File: src/rtl/gpio_bank_pkg.sv
package gpio_bank_pkg;
  typedef enum logic [1:0] {
    OP_RD   = 2'b00,
    OP_WR   = 2'b01,
    OP_BSET = 2'b10,
    OP_BCLR = 2'b11
  } gpio_op_e;

  typedef enum logic [1:0] {
    TGT_PORT = 2'd0,
    TGT_DIR  = 2'd1,
    TGT_LAT  = 2'd2,
    TGT_NONE = 2'd3
  } gpio_tgt_e;

  typedef struct packed {
    gpio_op_e  op;
    gpio_tgt_e tgt;
  } gpio_cmd_t;

  localparam logic [1:0] PH_CAPTURE = 2'd0;
  localparam logic [1:0] PH_SAMPLE  = 2'd1;
  localparam logic [1:0] PH_WRITE   = 2'd3;
endpackage

File: src/rtl/gpio_pin_sync.sv
module gpio_pin_sync #(
  parameter int W      = 8,
  parameter int STAGES = 2
) (
  input  logic         clk_i,
  input  logic         rst_ni,
  input  logic [W-1:0] d_i,
  output logic [W-1:0] q_o
);
  logic [W-1:0] chain_q [STAGES];

  for (genvar s = 0; s < STAGES; s++) begin : g_stage
    always_ff @(posedge clk_i or negedge rst_ni) begin
      if (!rst_ni) chain_q[s] <= '0;
      else if (s == 0) chain_q[s] <= d_i;
      else chain_q[s] <= chain_q[(s > 0) ? s - 1 : 0];
    end
  end

  assign q_o = chain_q[STAGES-1];
endmodule

File: src/rtl/gpio_phase_gen.sv
module gpio_phase_gen
  import gpio_bank_pkg::*;
(
  input  logic       clk_i,
  input  logic       rst_ni,
  output logic [1:0] phase_o,
  output logic       cap_o,
  output logic       smp_o,
  output logic       wr_o
);
  logic [1:0] ph_q;

  always_ff @(posedge clk_i or negedge rst_ni) begin
    if (!rst_ni) ph_q <= '0;
    else ph_q <= ph_q + 2'd1;
  end

  assign phase_o = ph_q;
  assign cap_o   = (ph_q == PH_CAPTURE);
  assign smp_o   = (ph_q == PH_SAMPLE);
  assign wr_o    = (ph_q == PH_WRITE);
endmodule

File: src/rtl/gpio_addr_dec.sv
module gpio_addr_dec
  import gpio_bank_pkg::*;
#(
  parameter int ADDR_W  = 2,
  parameter bit HAS_LAT = 1'b1
) (
  input  logic [ADDR_W-1:0] addr_i,
  input  logic              bank_i,
  output gpio_tgt_e         tgt_o
);
  localparam logic [ADDR_W-1:0] OFS_PORT = ADDR_W'(0);
  localparam logic [ADDR_W-1:0] OFS_LAT  = ADDR_W'(1);

  always_comb begin
    tgt_o = TGT_NONE;
    if (addr_i == OFS_PORT) tgt_o = bank_i ? TGT_DIR : TGT_PORT;
    else if (HAS_LAT && addr_i == OFS_LAT) tgt_o = TGT_LAT;
  end
endmodule

File: src/rtl/gpio_regs.sv
module gpio_regs
  import gpio_bank_pkg::*;
#(
  parameter int W = 8,
  localparam int BIT_W = (W > 1) ? $clog2(W) : 1
) (
  input  logic             clk_i,
  input  logic             rst_ni,
  input  logic             cap_i,
  input  logic             smp_i,
  input  logic             wr_i,
  input  logic             req_i,
  input  gpio_cmd_t        cmd_i,
  input  logic [BIT_W-1:0] bit_i,
  input  logic [W-1:0]     wdata_i,
  input  logic [W-1:0]     pins_i,
  output logic [W-1:0]     lat_o,
  output logic [W-1:0]     dir_o,
  output logic [W-1:0]     rdata_o
);
  logic             vld_q;
  gpio_cmd_t        cmd_q;
  logic [BIT_W-1:0] bit_q;
  logic [W-1:0]     wdata_q, src_q, lat_q, dir_q, rdata_q;
  logic [W-1:0]     src, mask, nxt;

  always_ff @(posedge clk_i or negedge rst_ni) begin
    if (!rst_ni) begin
      vld_q   <= 1'b0;
      cmd_q   <= '{op: OP_RD, tgt: TGT_NONE};
      bit_q   <= '0;
      wdata_q <= '0;
    end else if (cap_i) begin
      vld_q <= req_i;
      if (req_i) begin
        cmd_q   <= cmd_i;
        bit_q   <= bit_i;
        wdata_q <= wdata_i;
      end
    end
  end

  // source for reads and bit ops: port view sees pins, not latch
  always_comb begin
    unique case (cmd_q.tgt)
      TGT_PORT: src = pins_i;
      TGT_DIR:  src = dir_q;
      TGT_LAT:  src = lat_q;
      default:  src = '0;
    endcase
  end

  always_ff @(posedge clk_i or negedge rst_ni) begin
    if (!rst_ni) begin
      src_q   <= '0;
      rdata_q <= '0;
    end else if (smp_i && vld_q) begin
      src_q <= src;
      if (cmd_q.op == OP_RD) rdata_q <= src;
    end
  end

  assign mask = W'(1) << bit_q;

  always_comb begin
    unique case (cmd_q.op)
      OP_WR:   nxt = wdata_q;
      OP_BSET: nxt = src_q | mask;
      OP_BCLR: nxt = src_q & ~mask;
      default: nxt = src_q;
    endcase
  end

  always_ff @(posedge clk_i or negedge rst_ni) begin
    if (!rst_ni) begin
      lat_q <= '0;
      dir_q <= '1;
    end else if (wr_i && vld_q && cmd_q.op != OP_RD) begin
      unique case (cmd_q.tgt)
        TGT_PORT, TGT_LAT: lat_q <= nxt;
        TGT_DIR:           dir_q <= nxt;
        default: ;
      endcase
    end
  end

  assign lat_o   = lat_q;
  assign dir_o   = dir_q;
  assign rdata_o = rdata_q;
endmodule

File: src/rtl/gpio_bank_port.sv
module gpio_bank_port
  import gpio_bank_pkg::*;
#(
  parameter int W           = 8,
  parameter int ADDR_W      = 2,
  parameter bit HAS_LAT     = 1'b1,
  parameter int SYNC_STAGES = 2,
  localparam int BIT_W = (W > 1) ? $clog2(W) : 1
) (
  input  logic              clk_i,
  input  logic              rst_ni,
  input  logic              req_i,
  input  logic [1:0]        op_i,
  input  logic [ADDR_W-1:0] addr_i,
  input  logic              bank_i,
  input  logic [BIT_W-1:0]  bit_i,
  input  logic [W-1:0]      wdata_i,
  output logic [W-1:0]      rdata_o,
  output logic [1:0]        phase_o,
  input  logic [W-1:0]      pad_in_i,
  output logic [W-1:0]      pad_out_o,
  output logic [W-1:0]      pad_oe_o
);
  logic         cap, smp, wr;
  logic [W-1:0] pins_s, lat, dir;
  gpio_tgt_e    tgt;
  gpio_cmd_t    cmd;

  gpio_phase_gen u_phase (
    .clk_i, .rst_ni, .phase_o, .cap_o(cap), .smp_o(smp), .wr_o(wr)
  );

  gpio_pin_sync #(.W(W), .STAGES(SYNC_STAGES)) u_sync (
    .clk_i, .rst_ni, .d_i(pad_in_i), .q_o(pins_s)
  );

  gpio_addr_dec #(.ADDR_W(ADDR_W), .HAS_LAT(HAS_LAT)) u_dec (
    .addr_i, .bank_i, .tgt_o(tgt)
  );

  assign cmd = '{op: gpio_op_e'(op_i), tgt: tgt};

  gpio_regs #(.W(W)) u_regs (
    .clk_i, .rst_ni, .cap_i(cap), .smp_i(smp), .wr_i(wr), .req_i,
    .cmd_i(cmd), .bit_i, .wdata_i, .pins_i(pins_s),
    .lat_o(lat), .dir_o(dir), .rdata_o
  );

  assign pad_out_o = lat;
  assign pad_oe_o  = ~dir;
endmodule

File: config.mk
export PLATFORM = sky130hd
export DESIGN_NAME = gpio_bank_port
export DESIGN_NICKNAME = d
export VERILOG_FILES = /design/src/rtl/gpio_bank_pkg.sv /design/src/rtl/gpio_pin_sync.sv /design/src/rtl/gpio_phase_gen.sv /design/src/rtl/gpio_addr_dec.sv /design/src/rtl/gpio_regs.sv /design/src/rtl/gpio_bank_port.sv
export SDC_FILE = /design/constraint.sdc
export NUM_CORES = 1
export LEC_CHECK = 0
export BUFFER_PORTS_ARGS = -buffer_cell sky130_fd_sc_hd__clkbuf_2
export CAP_MARGIN = 0
export CORE_MARGIN = 2
export CORE_UTILIZATION = 47
export CTS_BUF_LIST = sky130_fd_sc_hd__clkbuf_8 sky130_fd_sc_hd__clkbuf_16
export DETAILED_ROUTE_END_ITERATION = 6
export GPL_ROUTABILITY_DRIVEN = 0
export PLACE_DENSITY = 0.69
export SYNTH_ARGS = -nofsm -noshare
export SYNTH_HDL_FRONTEND = slang
export SYNTH_SLANG_ARGS = --single-unit
export TNS_END_PERCENT = 100
File: constraint.sdc
create_clock -name clk_i -period 2.95 [get_ports clk_i]
set_input_delay 0.295 -clock clk_i [delete_from_list [all_inputs] [get_ports clk_i]]
set_output_delay 0.295 -clock clk_i [all_outputs]
set_load 0.03 [all_outputs]
### Word-level counts from Yosys, hierarchy flattened

Index checks and enable logic that the tools add are counted.

* add/subtract/negate cells: 1
* eq/ne operators: 8
* shifts and indexed selects: 1
* mux-type cells: 5
* bitwise logic cells: 4
* reductions and logical operators: 13

Operator list (count)
* 8-bit case mux with 3 select lines: 2
* 8-bit inverter: 2
* 8-bit AND: 1
* 2-bit by 1-bit equality test with 1-bit output (second input constant): 4
* 2-bit equality test (second input constant): 4
* 2-bit logical NOT: 4
* 8-bit bitwise OR: 1
* 2-bit AND reduction: 4
* 1-bit by 3-bit << shifter with 8-bit output (first input constant): 1
* 1-bit logical AND: 3
* 2-bit by 1-bit adder with 2-bit output (second input constant): 1
* 1-bit two-way mux: 2
* 2-bit two-way mux: 1
* 2-bit nonzero test: 1
* 2-bit OR reduction: 1

* register bits after elaboration: 66
* output and inout port bits: 26

### Longest topological paths before layout

Gate-level depths: netlist of the first run.

* depth in word-level cells: 4
* depth in mapped cells: 7
* mapped depth without buffers: 5

### By module

Synthesis of the first run repeated with hierarchy kept, for this count alone.

* cell total of the unflattened synthesis: 255
* area, all modules: 3012.9 sq um

Modules (own cells, without submodules)
* gpio_regs: instances 1, cells an instance 213, area an instance 2409.8 sq um, sequential area each 1213.7 sq um
* gpio_pin_sync: instances 1, cells an instance 24, area an instance 460.4 sq um, sequential area each 400.4 sq um
* gpio_phase_gen: instances 1, cells an instance 7, area an instance 95.1 sq um, sequential area each 50.0 sq um
* gpio_bank_port: instances 1, cells an instance 8, area an instance 30.0 sq um, sequential area each 0.0 sq um
* gpio_addr_dec: instances 1, cells an instance 3, area an instance 17.5 sq um, sequential area each 0.0 sq um

### Worst setup path after synthesis of the first run

Ideal clock, no wire load.

* kind: reg-to-reg
* start point: register u_phase.ph_q[0], in the netlist u_phase.phase_o[0]
* end point: register u_regs.bit_q[2]
* library setup time: 125 ps
* arrival: 1627 ps
* setup slack: 1198 ps
* cell stages (with the launch flop): 6
* path buffers: 1
* clock period less this slack: 1752 ps
* cell sequence: dfrtp_1 -> inv_1 -> ha_1 -> nand2_1 -> buf_2 -> mux2_2

* word-level cells in the longest chain between the ends: 2

Ends and longest elaborated chain
* start, declared: RTL line gpio_phase_gen.sv:11 `logic [1:0] ph_q;`
* start signal, assigned: RTL line gpio_phase_gen.sv:15 `else ph_q <= ph_q + 2'd1;`
* 2-bit logical NOT: RTL line gpio_phase_gen.sv:19 `assign cap_o = (ph_q == PH_CAPTURE);`
* 2-bit AND reduction (no line)
* end signal, assigned: RTL line gpio_regs.sv:37 `bit_q <= bit_i;`
* end, declared: RTL line gpio_regs.sv:23 `logic [BIT_W-1:0] bit_q;`

No other way between the ends.
A chain may end at the register's enable or synchronous reset.

### Worst setup path in the final report of the first run

* start point: register u_regs.cmd_q[2] in the netlist's numbering
* end point: register u_regs.lat_q[7], in the netlist u_regs.lat_o[7]

* word-level cells in the longest chain between the ends: 3
* elaborated cells on any way between the ends: 7

Ends and longest elaborated chain
* start, declared: RTL line gpio_regs.sv:22 `gpio_cmd_t cmd_q;`
* start signal, assigned: RTL line gpio_regs.sv:30 `cmd_q <= '{op: OP_RD, tgt: TGT_NONE};`
* start signal, assigned: RTL line gpio_regs.sv:36 `cmd_q <= cmd_i;`
* parallel branches: the longest is 3 deep, another holds 8-bit case mux with 3 select lines
* end signal, assigned: RTL line gpio_regs.sv:80 `TGT_PORT, TGT_LAT: lat_q <= nxt;`
* end, declared: RTL line gpio_regs.sv:24 `logic [W-1:0] wdata_q, src_q, lat_q, dir_q, rdata_q;`

Parallel ways; which one is timed is not known.

==> results.toml, run 1 <==
[logic_synthesis]
post-synth-top-area-fraction = 0.471
ys_async_sr_fraction = 1.00
synth_edf_count = 0
ys.flop_type = "dfrtp_1"
synth.most_common_cell = "dfrtp_1"
netlist_area_mm2 = 0.00297
synth_area_leader_cell = "dfrtp_1"
synth_warnings = 0
ys_top_cells_by_count = "56 x dfrtp_1, 19 x o21ai_0, 17 x a21oi_1, 17 x nor2_1, 15 x mux2i_1"
synth_nets = 279
synth_cell_type_count = 33
synth-seq-cells = 66
synth_area_leaders = "dfrtp_1 47%, dfstp_2 8.8%, mux2i_1 5.1%"
avgSynthCellArea_um2 = 11.9
yosysSeqAreaShare = 0.560
syn_inst = 249

[routing]
vias = 2050
met1Wirelength_um = 2780
first_pass_iters = 4
drc = 0
vias_per_cell = 5.45
routedWlPerCell_um = 17.2
final_antenna_net_count = 0
drt_iter0_markers = 103
top_layer = "met4"
wirelength_um = 6470
dr_wl_met3_um = 286
wl_met2_um = 3330

[clock_tree]
clkTransAtPathRegs_ns = 0.07
clock_sinks = 66
clockRootBuffer = "clkbuf_8"
post_cts_buffers = 0
cts_htree_levels = 3
clk_path_buf_depth = 2
cts_buffers = 9
ctsResizeCount = 0
cts_hold_buf = 0
worstSkewPairLatency_ns = 0.34
cts_tree = "yes"

[global_routing]
grt_max_degree = 37
track_usage = 0.205
grt-ovfl-total = 0
grt_pass1_wl_um = 11200
antenna_found_initial = 0
grt_pass1_vias = 2212

[timing]
slew_headroom = 0.472
fin_ws_ns = 0.873
hold_slack_ns = 0.0373
slew_violations = 0
final_hold_viol_count = 0
clock.fmax_ghz = 0.481
finalSetupViolations = 0
worst_pin_slew_ns = 0.792
rsz0062_at_grt = "false"
post-route-period-util = 0.704
period_needed_ns = 2.08
fin_tns_setup_ns = 0
final.setup_skew_ns = 0.00769

[setup_path]
crit_type = "reg2reg"
crit_family = "compound AO/OA/AOI/OAI gates"
slowest_stage = "dfrtp_1"
required_ns = 3.15
arrival_ns = 2.27
setup.worst_path.start = "u_regs.cmd_q[2]"
path_max_fanout = 21
worstPathCellList = "o211ai_4 > or2_0 > o31ai_2"
r2r_slack_ns = 0.87
max_stage_delay_ns = 0.64
reg2reg_from = "u_regs.cmd_q[2]"
cp-start-kind = "flip-flop"
crit_path_end_kind = "flip-flop"
path_buf_inv = 0

[power]
p_per_area_mw_per_mm2 = 789
p_leak_nw = 1.56
total_power_mw = 2.71
vdd_ir_drop_max_mv = 0.410

[placement]
dp_slack_ns = 0.896
io_buffers = 52
dpl.hpwl_um = 4580

[run_status]
status = "finished clean"

[layout]
diodes = 0
drive_above_1_share = 0.355
fin_nets = 326
syn2layout_area_growth_pct = 15.7

[floorplan]
coreArea_mm2 = 0.00603
initial_core_util = 0.493
io_pins = 53
die-area_mm2 = 0.00698
dieWidth_um = 83.5
die_y_um = 83.5
fp-row-count = 28

[flow_run]
cap_viol_max_count = 0

[min_path]
hp-class = "in2async"
-- layout by cell type, fill, tap and decap left out, types with 9 or more instances in the layout --
cell	instances
a21oi_1	17
clkbuf_2	51
clkbuf_8	11
dfrtp_1	56
dfstp_2	10
inv_1	12
mux2_2	13
mux2i_1	15
nor2_1	17
nor2b_1	9
o21ai_0	19
-- path summary, 6_finish.rpt --
kind,cells after the start,endpoint
hold reg to reg,0,u_sync.q_o[0]
max in group asynchronous,2,u_regs.rdata_o[3]
setup reg to reg,3,u_regs.lat_o[7]
hold / removal,1,u_regs.wdata_q[5]
min in group clk_i,1,u_sync.chain_q[9]
setup / recovery,3,u_regs.lat_o[7]
-- power by group --
part / switching, mW / internal [mW] / total [mW]
sequential: 0.155 / 1.08 / 1.24
clock: 0.365 / 0.441 / 0.806
combinational: 0.427 / 0.243 / 0.670
-- cell type report --
class                      instances  area, um2
timing repair buffer              55        283
tap                               75       93.8
multi-input combinational        152       1140
inverter                          12       45.0
clock buffer                      11        151
fill                             554       2590
clock inverter                     5       61.3
sequential                        66       1660
-- logic make-up after synthesis --
| family | synth area share |
|---|---|
| AO/OA/AOI/OAI | 0.178 |
| buffers and inverters | 0.0568 |
| flip-flops | 0.560 |
| multiplexers | 0.0997 |
| adder cells (fa/ha/maj) | 0.0126 |
| AND/OR/NAND/NOR | 0.0934 |
-- state kept, by name, summed over array words and instances, names as in the netlist --
signal	flops
u_regs.bit_q	3
u_sync.q_o	8
u_regs.vld_q	1
u_regs.wdata_q	8
u_phase.phase_o	2
u_sync.chain_q	8
u_regs.src_q	8
u_regs.dir_o	8
u_regs.cmd_q	4
u_regs.rdata_o	8
u_regs.lat_o	8
-- metal layers --
metal  vias up  track usage
li1        970            -
met1      1019        0.255
met2        52        0.352
met3         9       0.0554
met4         0       0.0630
met5         -            0
-- through the flow --
step | cells | cell area [um2] | utilization
3_3_place_gp | 360 | 3230 | 0.535
3_5_place_dp | 360 | 3230 | 0.535
5_1_grt | 376 | 3440 | 0.571
2_1_floorplan | 249 | 2970 | -
4_1_cts | 376 | 3440 | 0.571
6_report | 376 | 3440 | 0.571
Note: power is estimated with default switching activity, not from simulation.
==> run 2, diff against run 1 <==
clock period = 2.2 ns   (was 2.95 ns; I/O delays follow)
==> run 2 against run 1 <==
Net effect:
- clock skew decreased by 0.0026 ns
- maximum frequency increased by 15%
- register-to-register slack got worse by 0.47 ns
- largest cell class unchanged
==> results.toml, run 2 (synthesis gave the netlist of run 1 again) <==
[run_status]
status = "finished clean"

[routing]
drc = 0
wirelength_um = 6500
final_antenna_net_count = 0
routedWlPerCell_um = 16.7
vias = 2101
drt_iter0_markers = 108
vias_per_cell = 5.39
first_pass_iters = 4

[layout]
syn2layout_area_growth_pct = 19.3
final_cell_mix = "56 x dfrtp_1, 51 x clkbuf_2, 19 x o21ai_0"
diodes = 0
drive_above_1_share = 0.356
layout.cells.most_common = "dfrtp_1"
fin_cells = 390
fin_nets = 340
design_area_mm2 = 0.00355

[setup_path]
arrival_ns = 2.01
crit_cells = 4
crit_type = "reg2reg"
cp-start-kind = "flip-flop"
path_max_fanout = 18
required_ns = 2.41
path_buf_inv = 0
worstPathCellList = "ha_1 > o211ai_4 > or2_0 > o31ai_2"
ff2ff_path_depth = 4
crit_path_end_kind = "flip-flop"
slowest_stage = "or2_0"
r2r_slack_ns = 0.40
max_stage_delay_ns = 0.65
crit_family = "simple AND/OR/NAND/NOR gates"

[clock_tree]
worstSkewPairLatency_ns = 0.35
cts_buffers = 9
cts_tree = "yes"
post_cts_buffers = 0
clock_sinks = 66
cts_htree_levels = 3
clkTransAtPathRegs_ns = 0.07
clockRootBuffer = "clkbuf_8"
ctsResizeCount = 0
clk_path_buf_depth = 2
cts_hold_buf = 9

[placement]
dpl.hpwl_um = 4370
dp_slack_ns = 0.390
dp.cells = 365
io_buffers = 52
dpl_cell_area_mm2 = 0.00326

[global_routing]
grt_pass1_vias = 2260
grt_pass1_wl_um = 11100
track_usage = 0.206
grt_max_degree = 26
grt-ovfl-total = 0
antenna_found_initial = 0

[power]
p_leak_nw = 1.60
vdd_ir_drop_max_mv = 0.572
p_per_area_mw_per_mm2 = 1010

[flow_run]
cap_viol_max_count = 0

[timing]
finalSetupViolations = 0
final_hold_viol_count = 0
final.setup_skew_ns = 0.00509
fin_tns_setup_ns = 0
rsz0062_at_grt = "false"
slew_headroom = 0.501
worst_pin_slew_ns = 0.748
post-route-period-util = 0.818
clock.fmax_ghz = 0.556
fin_ws_ns = 0.400
slew_violations = 0
period_needed_ns = 1.80

[floorplan]
dieWidth_um = 83.5
initial_core_util = 0.493
coreArea_mm2 = 0.00603
io_pins = 53
fp-row-count = 28
die_y_um = 83.5
die-area_mm2 = 0.00698

[min_path]
hp-class = "in2reg"
whs_path_depth = 2
run 2: cell count changes in the layout (fill, tap and decap cells not counted):
| cell | before | now |
|---|---|---|
| buf_4 | 3 | 8 |
| clkbuf_8 | 11 | 9 |
| clkinv_2 | 1 | 2 |
| clkinv_4 | 2 | 0 |
| clkinvlp_4 | 0 | 4 |
| dlygate4sd3_1 | 0 | 9 |
| inv_6 | 1 | 0 |
run 2: area by class of cell:
| cell class | instances | area (um2) |
|---|---|---|
| Tap cell | 75 | 93.8 |
| Timing Repair Buffer | 69 | 410 |
| Clock buffer | 9 | 124 |
| Fill cell | 522 | 2480 |
| Multi-Input combinational cell | 152 | 1140 |
| Sequential cell | 66 | 1660 |
| Inverter | 12 | 45.0 |
| Clock inverter | 7 | 70.1 |
run 2: per-stage QoR:
step,hold WS (ns),total power [mW],utilization
2_1_floorplan,-0.0756,2.28,-
3_3_place_gp,0.192,2.57,0.542
3_5_place_dp,0.196,2.59,0.542
4_1_cts,0.0834,3.61,0.589
5_1_grt,0.0905,3.77,0.589
6_report,0.101,3.58,0.589
run 2: final timing paths:
| check | from | end |
|---|---|---|
| worst min register to register | u_sync.chain_q[8] | u_sync.q_o[0] |
| worst min-delay path | wdata_i[0] | u_regs.wdata_q[0] |
| max in group asynchronous | rst_ni | u_regs.dir_o[4] |
| worst max register to register | u_phase.phase_o[0] | u_regs.lat_o[3] |
| min in group asynchronous | rst_ni | u_regs.wdata_q[7] |
| worst max-delay path | u_phase.phase_o[0] | u_regs.lat_o[3] |
run 2: metal layers:
metal	global-route usage	share of wire	wire (um)
met1	0.247	0.43	2810
met2	0.348	0.50	3270
met5	0	0	0
met4	0.0718	0.015	98
met3	0.0692	0.049	320
run 2: where the power goes:
| part | total [mW] | switching [mW] | leakage (nW) | internal [mW] |
|---|---|---|---|---|
| registers | 1.63 | 0.181 | 0.765 | 1.45 |
| clock network | 0.999 | 0.481 | 0.0873 | 0.518 |
| logic | 0.944 | 0.599 | 0.744 | 0.345 |
==> run 3, diff against run 2 <==
ABC_AREA = 1   (was not set)
clock period = 1.8 ns   (was 2.2 ns; I/O delays follow)
==> run 3 against run 2 <==
Net effect:
- area after synthesis is 3.7% lower
- combinational power decreased by 2%
- final area barely moved
- count of clock-buffer cells in the layout is 3 higher
- via count is 12% higher
- register-to-register slack lost 0.14 ns
- first-iteration DRC count increased by 50%
- power up 14%
- sequential power up 14%
- setup slack worse by 0.14 ns
- non-clock buffer count shrank 3
- synthesized cell count increased by 32%
- largest cell class unchanged
==> results.toml, run 3 <==
[run_status]
status = "finished clean"

[global_routing]
track_usage = 0.219
grt-ovfl-total = 0
grt_pass1_vias = 2331
grt_max_degree = 67
antenna_found_initial = 0
grt_pass1_wl_um = 10800

[setup_path]
path_max_fanout = 9
path_buf_inv = 0
slowest_stage = "dfstp_2"
crit_type = "reg2reg"
required_ns = 2.09
crit_family = "flip-flops"
arrival_ns = 1.83
crit_top_cell = "nand2_1"
crit_path_end_kind = "flip-flop"
cp-start-kind = "flip-flop"
max_stage_delay_ns = 0.63
worstPathCellList = "nand2_2 > o211ai_1 > nand2_1 > nand2_1"

[floorplan]
die_y_um = 82.0
io_pins = 53
coreArea_mm2 = 0.00592
initial_core_util = 0.484
fp-row-count = 28
die-area_mm2 = 0.00673
dieWidth_um = 82.0

[power]
vdd_ir_drop_max_mv = 0.680
p_seq_frac = 0.456
total_power_mw = 4.07
p_per_area_mw_per_mm2 = 1150
comb_power_share = 0.228
internal-power_mw = 2.75
switching_power_mw = 1.32
p_leak_nw = 1.85
p_sw_frac = 0.325
clkPwrFrac = 0.316

[layout]
design_area_mm2 = 0.00355
layout.cells.most_common = "nand2_1"
multi_input_area_mm2 = 0.00105
drive_above_1_share = 0.229
final_cell_mix = "135 x nand2_1, 56 x dfrtp_1, 52 x clkbuf_2"
syn2layout_area_growth_pct = 24.0
area.sequential_mm2 = 0.00166
num-fill-cells = 545
diodes = 0
fin_nets = 431

[logic_synthesis]
post-synth-top-area-fraction = 0.490
synth_area_leader_cell = "dfrtp_1"
synth_area_leaders = "dfrtp_1 49%, nand2_1 18%, dfstp_2 9.2%"
synth_nets = 358
ys_top_cells_by_count = "135 x nand2_1, 56 x dfrtp_1, 36 x nand3_1, 27 x inv_1, 18 x o21ai_0"
synth.most_common_cell = "nand2_1"
synth_cell_type_count = 21
ys_async_sr_fraction = 1.00
synth_edf_count = 0
syn_inst = 328
ys.flop_type = "dfrtp_1"
netlist_area_mm2 = 0.00286
yosysSeqAreaShare = 0.581
avgSynthCellArea_um2 = 8.73
synth_warnings = 0
synth-seq-cells = 66

[clock_tree]
cts_tree = "yes"
cts_htree_levels = 3
cts_buffers = 9
clockRootBuffer = "clkbuf_8"
post_cts_buffers = 0
clkTransAtPathRegs_ns = 0.07
ctsResizeCount = 0
worstSkewPairLatency_ns = 0.35
clk_path_buf_depth = 2
clock_sinks = 66

[placement]
io_buffers = 52
dpl.hpwl_um = 4480
dpl_cell_area_mm2 = 0.00325
dp_slack_ns = 0.294

[timing]
slew_headroom = 0.657
clock.fmax_ghz = 0.648
fin_tns_setup_ns = 0
hold_slack_ns = 0.0290
rsz0062_at_grt = "false"
final_hold_viol_count = 0
finalSetupViolations = 0
post-route-period-util = 0.858
worst_pin_slew_ns = 0.514
period_needed_ns = 1.54
fin_ws_ns = 0.256
slew_violations = 0
final.setup_skew_ns = 0.00751

[routing]
vias_per_cell = 4.91
vias = 2362
routedWlPerCell_um = 13.1
drc = 0
wirelength_um = 6300
drt_iter0_markers = 162
final_antenna_net_count = 0
first_pass_iters = 5

[flow_run]
cap_viol_max_count = 0

[min_path]
hp-class = "in2reg"
[run 3: changes by cell type after synthesis, sizes merged, moves of 8 or more]
cell | previous run | this run
nand3 | 1 | 37
a21oi | 18 | 0
a2bb2oi | 8 | 0
nor2b | 9 | 0
o31ai | 16 | 0
buf | 15 | 1
a211oi | 8 | 0
mux2i | 15 | 0
nand2 | 4 | 137
mux2 | 13 | 0
o21ai | 19 | 31
inv | 12 | 31
[run 3: cell families after synthesis]
| kind of cell | Yosys count | synth area share |
|---|---|---|
| compound gates | 39 | 0.0752 |
| fa+ha+maj | 3 | 0.0131 |
| flops | 66 | 0.581 |
| simple gates | 184 | 0.279 |
| buf+inv | 36 | 0.0511 |
[run 3: repair_timing]
action | 4_1_cts | 5_1_grt
hold buffers | 9 | 0
hold endpoints to repair | 64 | 0
endpoints found under the setup margin | 0 | 0
[run 3: power groups by stage]
stage	clock, mW	sequential, mW	combinational [mW]
floorplan	0	2.03	0.446
global placement	0	1.88	0.910
detailed placement	0	1.88	0.922
CTS	1.32	1.86	0.941
global route	1.38	1.88	1.04
finish	1.29	1.86	0.928
[run 3: tightest hold or removal path: cells and delay by family]
family | cells | cell delay [ns]
buffers and inverters | 1 | 0.07
AND/OR/NAND/NOR | 2 | 0.08
[run 3: cell type report]
cell class                 instances  share of cell area
sequential                        66               0.469
tap                               75              0.0264
inverter                          32              0.0367
timing repair buffer              66               0.113
clock buffer                      12              0.0465
clock inverter                     4              0.0120
multi-input combinational        226               0.297
[run 3: path summary, 6_finish.rpt]
path | start | cells past startpoint | end | slack (ns)
worst max-delay path | u_regs.cmd_q[0] | 4 | u_regs.rdata_o[6] | 0.26
worst min-delay path | wdata_i[1] | 3 | u_regs.wdata_q[1] | 0.03
worst max register to register | u_regs.cmd_q[0] | 4 | u_regs.rdata_o[6] | 0.26
worst min register to register | u_sync.chain_q[11] | 0 | u_sync.q_o[3] | 0.35
max in group asynchronous | rst_ni | 3 | u_regs.dir_o[5] | 1.07
min in group asynchronous | rst_ni | 3 | u_phase.phase_o[0] | 0.38
[run 3: through the flow]
stage | util | cells
CTS | 0.599 | 481
finish | 0.599 | 481
floorplan | - | 328
global route | 0.599 | 481
global placement | 0.549 | 456
detailed placement | 0.549 | 456
[run 3: routing by layer]
metal	GRT usage	vias up	wire length (um)
met5	0	-	0
met4	0.0800	0	119
met3	0.0659	11	253
met2	0.344	43	3030
met1	0.288	1113	2900
li1	-	1195	-
